$ cat config.mk
export PLATFORM = sky130hd
export DESIGN_NAME = pcm_line_encoder
export DESIGN_NICKNAME = d
export VERILOG_FILES = /design/src/rtl/pcm_enc_pkg.sv /design/src/rtl/pcm_enc_scrambler.sv /design/src/rtl/pcm_enc_symbol.sv /design/src/rtl/pcm_line_encoder.sv
export SDC_FILE = /design/constraint.sdc
export NUM_CORES = 1
export LEC_CHECK = 0
export BUFFER_PORTS_ARGS = -buffer_cell sky130_fd_sc_hd__buf_2
export CAP_MARGIN = 10
export CORE_UTILIZATION = 64
export DETAILED_ROUTE_END_ITERATION = 6
export GPL_TIMING_DRIVEN = 1
export PLACE_DENSITY = 0.9
export SETUP_SLACK_MARGIN = 0.5
export SLEW_MARGIN = 20
export SYNTH_ARGS = -nofsm -noshare
export SYNTH_HDL_FRONTEND = slang
export SYNTH_SLANG_ARGS = --single-unit
$ cat constraint.sdc
create_clock -name clk -period 3.9 [get_ports clk]
set_input_delay 0.39 -clock clk [delete_from_list [all_inputs] [get_ports clk]]
set_output_delay 0.39 -clock clk [all_outputs]
set_load 0.05 [all_outputs]
$ cat src/rtl/pcm_enc_pkg.sv
package pcm_enc_pkg;

    localparam int CODE_W = 4;

    typedef enum logic [1:0] {
        ST_IDLE   = 2'd0,
        ST_FIRST  = 2'd1,
        ST_SECOND = 2'd2
    } enc_state_e;

    localparam logic [CODE_W-1:0] CD_NRZL = 4'd0;
    localparam logic [CODE_W-1:0] CD_NRZM = 4'd1;
    localparam logic [CODE_W-1:0] CD_NRZS = 4'd2;
    localparam logic [CODE_W-1:0] CD_BIPL = 4'd3;
    localparam logic [CODE_W-1:0] CD_BIPM = 4'd4;
    localparam logic [CODE_W-1:0] CD_BIPS = 4'd5;
    localparam logic [CODE_W-1:0] CD_RN11 = 4'd6;
    localparam logic [CODE_W-1:0] CD_RN23 = 4'd9;

    // true for the four randomized NRZ selections
    function automatic logic is_rand(input logic [CODE_W-1:0] sel);
        return (sel >= CD_RN11) && (sel <= CD_RN23);
    endfunction

    // 0..3 index of the scrambler length for codes 6..9
    function automatic logic [1:0] rand_idx(input logic [CODE_W-1:0] sel);
        return sel[1:0] - 2'd2;
    endfunction

    // longest feedback tap (equals the register length)
    function automatic int tap_far(input logic [1:0] idx);
        case (idx)
            2'd0:    return 11;
            2'd1:    return 15;
            2'd2:    return 17;
            default: return 23;
        endcase
    endfunction

    // second feedback tap
    function automatic int tap_near(input logic [1:0] idx);
        case (idx)
            2'd0:    return 9;
            2'd1:    return 14;
            2'd2:    return 14;
            default: return 18;
        endcase
    endfunction

endpackage

$ cat src/rtl/pcm_enc_scrambler.sv
module pcm_enc_scrambler
    import pcm_enc_pkg::*;
#(
    parameter int MAX_LEN = 23
) (
    input  logic       clk,
    input  logic       rst_n,
    input  logic       step,
    input  logic [1:0] len_idx,
    input  logic       din,
    output logic       dout
);

    // hist[k] holds the line bit sent k+1 bit times ago
    logic [MAX_LEN-1:0] hist;
    logic [MAX_LEN-1:0] tap_mask;

    always_comb begin
        for (int i = 0; i < MAX_LEN; i++) begin
            tap_mask[i] = (i == tap_far(len_idx) - 1) || (i == tap_near(len_idx) - 1);
        end
    end

    assign dout = din ^ (^(hist & tap_mask));

    always_ff @(posedge clk or negedge rst_n) begin
        if (!rst_n) begin
            hist <= '0;
        end else if (step) begin
            hist <= {hist[MAX_LEN-2:0], dout};
        end
    end

endmodule

$ cat src/rtl/pcm_enc_symbol.sv
module pcm_enc_symbol
    import pcm_enc_pkg::*;
(
    input  logic [CODE_W-1:0] sel,
    input  logic              din,
    input  logic              lvl,
    input  logic              scr_bit,
    output logic              half1,
    output logic              half2,
    output logic              lvl_next
);

    logic flip;

    always_comb begin
        flip     = ~lvl;
        half1    = din;
        half2    = din;
        lvl_next = lvl;
        unique case (sel)
            CD_NRZM: begin
                half1    = lvl ^ din;
                half2    = lvl ^ din;
                lvl_next = lvl ^ din;
            end
            CD_NRZS: begin
                half1    = lvl ^ ~din;
                half2    = lvl ^ ~din;
                lvl_next = lvl ^ ~din;
            end
            CD_BIPL: begin
                half1 = din;
                half2 = ~din;
            end
            CD_BIPM: begin
                half1    = flip;
                half2    = flip ^ din;
                lvl_next = flip ^ din;
            end
            CD_BIPS: begin
                half1    = flip;
                half2    = flip ^ ~din;
                lvl_next = flip ^ ~din;
            end
            default: begin
                if (is_rand(sel)) begin
                    half1 = scr_bit;
                    half2 = scr_bit;
                end
            end
        endcase
    end

endmodule

$ cat src/rtl/pcm_line_encoder.sv
module pcm_line_encoder
    import pcm_enc_pkg::*;
#(
    parameter int SCR_MAX = 23
) (
    input  logic              clk,
    input  logic              rst_n,
    input  logic              half_en,
    input  logic              data_in,
    input  logic [CODE_W-1:0] code_sel,
    output logic              line_out,
    output logic              clk_out
);

    enc_state_e state_q;
    enc_state_e state_d;

    logic line_q;
    logic clk_q;
    logic half2_q;
    logic lvl_q;
    logic bit_start;
    logic scr_bit;
    logic sym_h1;
    logic sym_h2;
    logic sym_lvl;

    assign bit_start = half_en && (state_q != ST_FIRST);

    pcm_enc_scrambler #(.MAX_LEN(SCR_MAX)) u_scr (
        .clk     (clk),
        .rst_n   (rst_n),
        .step    (bit_start && is_rand(code_sel)),
        .len_idx (rand_idx(code_sel)),
        .din     (data_in),
        .dout    (scr_bit)
    );

    pcm_enc_symbol u_sym (
        .sel      (code_sel),
        .din      (data_in),
        .lvl      (lvl_q),
        .scr_bit  (scr_bit),
        .half1    (sym_h1),
        .half2    (sym_h2),
        .lvl_next (sym_lvl)
    );

    // next-state logic
    always_comb begin
        state_d = state_q;
        if (half_en) begin
            unique case (state_q)
                ST_IDLE:   state_d = ST_FIRST;
                ST_FIRST:  state_d = ST_SECOND;
                ST_SECOND: state_d = ST_FIRST;
                default:   state_d = ST_IDLE;
            endcase
        end
    end

    // state register
    always_ff @(posedge clk or negedge rst_n) begin
        if (!rst_n) begin
            state_q <= ST_IDLE;
        end else begin
            state_q <= state_d;
        end
    end

    // output and cell registers
    always_ff @(posedge clk or negedge rst_n) begin
        if (!rst_n) begin
            line_q  <= 1'b0;
            clk_q   <= 1'b0;
            half2_q <= 1'b0;
            lvl_q   <= 1'b0;
        end else if (half_en) begin
            unique case (state_q)
                ST_FIRST: begin
                    line_q <= half2_q;
                    clk_q  <= 1'b1;
                end
                default: begin
                    line_q  <= sym_h1;
                    clk_q   <= 1'b0;
                    half2_q <= sym_h2;
                    lvl_q   <= sym_lvl;
                end
            endcase
        end
    end

    assign line_out = line_q;
    assign clk_out  = clk_q;

endmodule

==> out/summary.txt, run 1 <==
outcome -> completed
Met2 Routed Length -> 1550 um
Net count, final -> 175
cell count after placement -> 184
area occupied by multi-input gates -> 920 um2
non-filler cells, final -> 188
first-pass detailed-route iteration total -> 4
Reg2Reg Launch Point -> u_scr.hist[9]
Cell Chain, Critical Path -> buf_2, inv_1, ha_1, nor3b_1, a22oi_1, xnor3_1, xnor3_2, xnor2_1, o311ai_2, o32a_2
DRT met1 WL -> 1370 um
total count of max-transition violations in the final report -> 0
synthesized net count -> 168
Seq/Total Area, Yosys -> 41.6%
share of flip-flops with an asynchronous set or reset -> 100%
IO Count -> 10
maximum clock insertion buffer count -> 2
number of antenna violations at the first check in global routing -> 0
worst-path cell with the longest stage delay -> sky130_fd_sc_hd__ha_1
worst-case reg-to-reg path depth -> 7
relative area change from synthesis to final layout -> 5.13%
maximum achievable frequency -> 382 MHz
horizontal die dimension -> 53.3 um
Clock Latency Late Sink -> 0.32 ns
post-detail-place hpwl -> 2200 um
net switching fraction of the power -> 32.9%
wire length of the first global-routing pass -> 4870 um
summed instance area of the synthesized netlist -> 0.00168 mm2
RD Place Congestion -> 0.858
synthesis warning total -> 0
most common flop cell mapped by yosys -> sky130_fd_sc_hd__dfrtp_1
total clock sinks -> 28
number of register bits inferred by synthesis -> 28
Inserted Diodes -> 0
IO buf count -> 9
Tot Pwr -> 0.000761 W
routed wirelength normalized by instance count -> 16.1 um
TritonCTS Buffers -> 3
sequential cell fraction of total power -> 51.7%
wire length on met3 -> 98 um
final setup violating endpoints -> 0
type of destination of the critical path -> register
number of buffers inserted by hold repair at cts -> 0
CP top delay family -> XOR/XNOR gates
power density over the cells -> 430 mW/mm2
register-to-register path setup slack -> 1.62 ns
transition time at the pin with the least slew margin -> 0.914 ns
arrival time reported for the critical path endpoint -> 2.84 ns
setup repair after global routing missed its margin -> no
number of enable-type register cells in the synthesized netlist -> 0
post-CTS clock slew at the launch and capture registers of the worst setup and hold paths -> 0.14 ns
area occupied by registers -> 701 um2
Die Outline Area -> 0.00284 mm2
average cell area after synthesis -> 11.1 um2
leak pwr -> 0.852 nW
number of failing hold endpoints at the final stage -> 0
Clock H-tree levels -> 1
type of the worst setup path -> input port to register
worst min-delay path class -> input port to asynchronous set/reset pin
Remaining DRCs -> 0
worst r2r dst -> half2_q
via count of the first global-routing pass -> 1,073
Root Buffer Master -> sky130_fd_sc_hd__clkbuf_4
maximum ir drop on the vdd rail -> 0.457 mV
fill cell count -> 187
final core occ -> 71.4%
number of DRC markers in iteration 0 -> 26
Vias/cell -> 6.11
Remaining Overflow, GRT -> 0
Max stage delay on crit path -> 0.45 ns
CTS tree -> yes
maximum clock skew at final layout -> 0.00640 ns
CP bufs+invs -> 2
critical path launch point type -> input port
core area -> 0.00248 mm2
switching pwr -> 0.000250 W
overall via count from detail_route -> 1,149
part of the power in the clock network -> 17.6%
Setup Fix Bufs, Post-CTS -> 0
final period utilization -> 67.2%
overall track demand over capacity in global routing -> 23.8%
required time at the worst-slack endpoint -> 4.12 ns
Max FO, Critical Path -> 13
worst rel slew slack -> 38.9%
post-layout min period -> 2.62 ns
count of distinct cell types in the synthesized netlist -> 41
uppermost signal routing layer after detailed routing -> met4
Setup TNS Final -> 0 ns
part of the power in combinational logic -> 30.6%
total wire length -> 3030 um
post-route ant nets -> 0
Die Y-Extent -> 53.3 um
largest net degree at the start of global routing -> 29
Max Cap Viol -> 0
post_cts resized -> 0
Internal Pwr Total -> 0.000511 W
number of core rows -> 18
proportion of layout cells with a drive suffix above 1 -> 26.6%
Cells after Synth -> 152
initial cell density of the core -> 67.9%
## worst max path at each step
stage                 from  endpoint  cells after the start
3_5_place_dp   code_sel[1]   half2_q                     10
5_1_grt        code_sel[1]   half2_q                     10
6_report       code_sel[1]   half2_q                     10
2_1_floorplan  code_sel[0]   half2_q                      9
4_1_cts        code_sel[0]   half2_q                     10
3_3_place_gp   code_sel[1]   half2_q                     10
## cell type report
| type | count | area share [%] |
|---|---|---|
| Multi-Input combinational cell | 109 | 52.0 |
| Sequential cell | 28 | 39.6 |
| Timing Repair Buffer | 9 | 2.55 |
| Tap cell | 30 | 2.12 |
| Clock buffer | 4 | 2.05 |
| Inverter | 8 | 1.70 |
## per-layer routing
| metal | vias up | global-route usage (%) |
|---|---|---|
| met1 | 562 | 31.4 |
| li1 | 554 | - |
| met4 | 0 | 10.1 |
| met3 | 4 | 2.59 |
| met2 | 29 | 39.2 |
| met5 | - | 0 |
## flip-flops by register name (all words and copies together) (netlist names)
register and flops:
half2_q 1, u_scr.hist 23, lvl_q 1, state_q 1, line_out 1, clk_out 1
## power by group through the flow
stage	combinational [W]	clock, W	sequential, W
finish	0.000233	0.000134	0.000394
global route	0.000254	0.000144	0.000402
CTS	0.000234	0.000138	0.000394
detailed placement	0.000231	0	0.000400
global placement	0.000222	0	0.000394
floorplan	0.000160	0	0.000417
## placed cells by master, fill, tap and decap left out, drive strengths merged, types with 2 or more instances in the layout
master,n
inv,8
xnor3,2
xor2,5
nand4b,2
xnor2,6
nor2,8
dfrtp,28
o221a,2
mux2i,2
o21ai,3
o2bb2ai,2
ha,8
o211ai,2
nor3b,2
nand2,11
buf,9
mux2,22
a22oi,2
clkbuf,4
o32ai,2
nand3,2
a21oi,9
nand2b,2
## cell usage after synthesis (2+ instances only)
library cell / number / area share [%]
sky130_fd_sc_hd__inv_1: 8 / 1.8
sky130_fd_sc_hd__clkbuf_1: 4 / 0.89
sky130_fd_sc_hd__o2bb2ai_1: 2 / 1.0
sky130_fd_sc_hd__o32ai_1: 2 / 1.0
sky130_fd_sc_hd__o21ai_0: 3 / 0.89
sky130_fd_sc_hd__nand3_1: 2 / 0.59
sky130_fd_sc_hd__mux2_2: 22 / 15
sky130_fd_sc_hd__xor2_1: 5 / 2.6
sky130_fd_sc_hd__buf_2: 2 / 0.59
sky130_fd_sc_hd__xnor2_1: 6 / 3.1
sky130_fd_sc_hd__a21oi_1: 9 / 2.7
sky130_fd_sc_hd__mux2i_1: 2 / 1.2
sky130_fd_sc_hd__o211ai_1: 2 / 0.89
sky130_fd_sc_hd__nor2_1: 8 / 1.8
sky130_fd_sc_hd__nand2_1: 11 / 2.5
sky130_fd_sc_hd__nand4b_1: 2 / 1.0
sky130_fd_sc_hd__dfrtp_1: 28 / 42
sky130_fd_sc_hd__ha_1: 8 / 5.9
sky130_fd_sc_hd__nand2b_1: 2 / 0.74
sky130_fd_sc_hd__o221a_2: 2 / 1.3
sky130_fd_sc_hd__a22oi_1: 2 / 0.89
## stage by stage
| step | area [um2] | hold slack [ns] | setup slack (ns) |
|---|---|---|---|
| after global placement | 1730 | 0.408 | 1.13 |
| after detailed placement | 1730 | 0.422 | 1.01 |
| after CTS | 1770 | 0.0624 | 1.33 |
| final | 1770 | 0.0527 | 1.28 |
| after global routing | 1770 | 0.107 | 1.13 |
| after floorplan | 1680 | 0.0944 | 1.40 |
## kinds of logic (layout without fill, tap and decap cells)
family,after synthesis,after routing,synth area share [%]
simple gates,35,35,11.7
compound gates,29,29,12.6
flops,28,28,41.6
mux,24,24,15.9
buf+inv,15,21,3.72
xor+xnor,13,13,8.48
fa+ha+maj,8,8,5.95
No activity file was read; power rests on OpenSTA's default activity.
==> run 2: changes to the inputs <==
Settings changed: ABC_AREA set to 1, CORE_UTILIZATION 64 to 60, PLACE_DENSITY 0.9 to 0.86.
Clock period 3.9 ns to 2.6 ns, I/O delays scaled along.
==> out/summary.txt, run 2 <==
overall track demand over capacity in global routing -> 23.3%
synthesis warning total -> 0
final core occ -> 68.9%
proportion of layout cells with a drive suffix above 1 -> 14.9%
crit path setup slack, layout -> 0.810 ns
library cell appearing most often on the critical path -> sky130_fd_sc_hd__nand2_1
IO buf count -> 9
synthesized net count -> 253
number of DRC markers in iteration 0 -> 65
sequential cell fraction of total power -> 47.4%
initial cell density of the core -> 63.8%
Remaining Overflow, GRT -> 0
commonest cells after routing, fill and taps aside -> 60 x sky130_fd_sc_hd__nand2_1, 32 x sky130_fd_sc_hd__inv_1, 28 x sky130_fd_sc_hd__dfrtp_1
wire length of the first global-routing pass -> 5790 um
fill cell count -> 224
most common flop cell mapped by yosys -> sky130_fd_sc_hd__dfrtp_1
average cell area after synthesis -> 7.49 um2
number of antenna violations at the first check in global routing -> 0
via count of the first global-routing pass -> 1,429
total count of max-transition violations in the final report -> 0
synth cell count leaders -> 60 x sky130_fd_sc_hd__nand2_1, 32 x sky130_fd_sc_hd__inv_1, 28 x sky130_fd_sc_hd__dfrtp_1
maximum ir drop on the vdd rail -> 0.706 mV
share of flip-flops with an asynchronous set or reset -> 100%
Net count, final -> 266
outcome -> completed
TritonCTS Buffers -> 3
critical path launch point type -> input port
share of the synthesized area in the top cell type -> 39.5%
maximum clock skew at final layout -> 0.00399 ns
cell taking the most area after synthesis -> sky130_fd_sc_hd__dfrtp_1
final period utilization -> 68.9%
post-route ant nets -> 0
worst slack at placement -> 0.354 ns
top-count cell post-synth -> sky130_fd_sc_hd__nand2_1
worst-path cell with the longest stage delay -> sky130_fd_sc_hd__ha_1
Die Y-Extent -> 56.4 um
power density over the cells -> 874 mW/mm2
largest net degree at the start of global routing -> 32
total wire length -> 3190 um
Seq/Total Area, Yosys -> 39.5%
IO Count -> 10
register ranked first by flip-flop count -> u_scr.hist
Cells after Synth -> 237
synthesized-area fraction occupied by xor and xnor cells -> 1.48%
core area -> 0.00278 mm2
Max stage delay on crit path -> 0.32 ns
dominant cells by area after synthesis -> sky130_fd_sc_hd__dfrtp_1 39%, sky130_fd_sc_hd__nand2_1 13%, sky130_fd_sc_hd__inv_1 6.8%
required time at the worst-slack endpoint -> 2.84 ns
area of placed instances -> 0.00185 mm2
Max Cap Viol -> 0
relative area change from synthesis to final layout -> 7.89%
part of the power in combinational logic -> 35.9%
overall via count from detail_route -> 1,489
flip-flop count of the largest register after layout -> 23
maximum achievable frequency -> 559 MHz
number of failing hold endpoints at the final stage -> 0
combinational family with the most area after synthesis -> simple AND/OR/NAND/NOR gates
post-CTS clock slew at the launch and capture registers of the worst setup and hold paths -> 0.14 ns
horizontal die dimension -> 56.4 um
Remaining DRCs -> 0
type of the worst setup path -> input port to register
routed wirelength normalized by instance count -> 11.4 um
Vias/cell -> 5.32
leading cell type in the layout, fill and taps excluded -> sky130_fd_sc_hd__nand2_1
Root Buffer Master -> sky130_fd_sc_hd__clkbuf_4
number of enable-type register cells in the synthesized netlist -> 0
CTS tree -> yes
Design Area, Final -> 0.00192 mm2
type of destination of the critical path -> register
Max FO, Critical Path -> 7
Clock H-tree levels -> 1
total clock sinks -> 28
Internal Pwr Total -> 0.00104 W
Setup TNS Final -> 0 ns
post-synthesis mux area share -> 6.34%
Die Outline Area -> 0.00318 mm2
leak pwr -> 1.04 nW
net switching fraction of the power -> 37.7%
summed instance area of the synthesized netlist -> 0.00178 mm2
post-detail-place hpwl -> 2460 um
setup repair after global routing missed its margin -> no
Hold Path Cell Cnt -> 2
maximum clock insertion buffer count -> 2
arrival time reported for the critical path endpoint -> 2.03 ns
worst min-delay path class -> input port to register
Clock Latency Late Sink -> 0.33 ns
first-pass detailed-route iteration total -> 6
worst rel slew slack -> 59.2%
Inserted Diodes -> 0
Cell Chain, Critical Path -> buf_2, inv_1, ha_1, inv_2, nor2_4, nand3_1, nand2_1, nand2_2, xnor2_1, nand2_1, nand3_1, nand3_1, nand2_1, nand2_1, nand2_1, nand2_1
synthesized-area fraction occupied by ao, oa, aoi and oai cells -> 8.39%
RD Place Congestion -> 0.851
transition time at the pin with the least slew margin -> 0.612 ns
worst-case reg-to-reg path depth -> 13
Tot Pwr -> 0.00168 W
count of distinct cell types in the synthesized netlist -> 29
fraction of the mapped netlist area in simple logic gates -> 30.0%
adder-cell area share of the yosys netlist -> 5.64%
part of the power in the clock network -> 16.7%
final setup violating endpoints -> 0
number of register bits inferred by synthesis -> 28
switching pwr -> 0.000631 W
post-layout min period -> 1.79 ns
number of core rows -> 19
## run 2: cell count changes in the layout (fill, tap and decap cells not counted), moves of 4 or more
cell,change
sky130_fd_sc_hd__o21ai_0,+6
sky130_fd_sc_hd__nand3_1,+20
sky130_fd_sc_hd__nand2_1,+49
sky130_fd_sc_hd__inv_1,+24
sky130_fd_sc_hd__mux2_2,-12
sky130_fd_sc_hd__xnor2_1,-5
sky130_fd_sc_hd__nand2_2,+4
sky130_fd_sc_hd__nor2_1,+17
## run 2: final timing paths
path	slack [ns]	end	from
worst max register to register	0.93	line_out	u_scr.hist[15]
worst max-delay path	0.81	line_out	code_sel[0]
worst min register to register	0.50	u_scr.hist[0]	u_scr.hist[0]
max in group asynchronous	1.74	u_scr.hist[12]	rst_n
worst min-delay path	0.11	state_q[0]	half_en
min in group asynchronous	0.45	lvl_q	rst_n
## run 2: power by group through the flow
stage	Sequential (W)	Clock (W)	Combinational [W]
floorplan	0.000794	0	0.000451
global placement	0.000793	0	0.000582
detailed placement	0.000803	0	0.000600
CTS	0.000792	0.000288	0.000603
global route	0.000820	0.000303	0.000688
finish	0.000793	0.000280	0.000601
## run 2: cell type report
class	count	area [um2]	area share, %
multi-input combinational	170	922	48.1
sequential	28	701	36.6
inverter	35	131	6.86
timing repair buffer	12	70.1	3.66
tap	31	38.8	2.02
clock inverter	1	30.0	1.57
clock buffer	3	22.5	1.18
## run 2: what timing repair did
| action | 4_1_cts | 5_1_grt |
|---|---|---|
| hold buffers | 1 | 0 |
| buffers inserted | 0 | 0 |
| setup endpoints to repair | 0 | 2 |
| hold endpoints to repair | 28 | 0 |
| resized for setup | 0 | 1 |
## run 2: cells by family (layout without fill, tap and decap cells)
family          after synthesis  after routing
fa+ha+maj                     8              8
mux                          10             10
simple gates                122            122
compound gates               27             27
buf+inv                      39             51
flops                        28             28
xor+xnor                      3              3
## run 2: layer usage
metal | wire, um | global-route usage, % | vias up | share of wire [%]
met3 | 132 | 3.46 | 4 | 4.1
li1 | - | - | 784 | -
met1 | 1570 | 32.9 | 662 | 49
met2 | 1460 | 36.9 | 39 | 46
met4 | 24 | 8.01 | 0 | 0.75
met5 | 0 | 0 | - | 0
## run 2: per-stage QoR
stage,hold WS (ns),cells
after floorplan,-0.0356,237
after global placement,0.305,275
after detailed placement,0.311,275
after CTS,0.102,280
after global routing,0.0988,280
final,0.110,280
## run 2: critical path: cells and delay by family
family                     cells  cell delay (ns)
xor gates and xnor gates       1             0.18
buffers and inverters          3             0.36
and+or+nand+nor               11             0.91
adders and majority gates      1             0.32
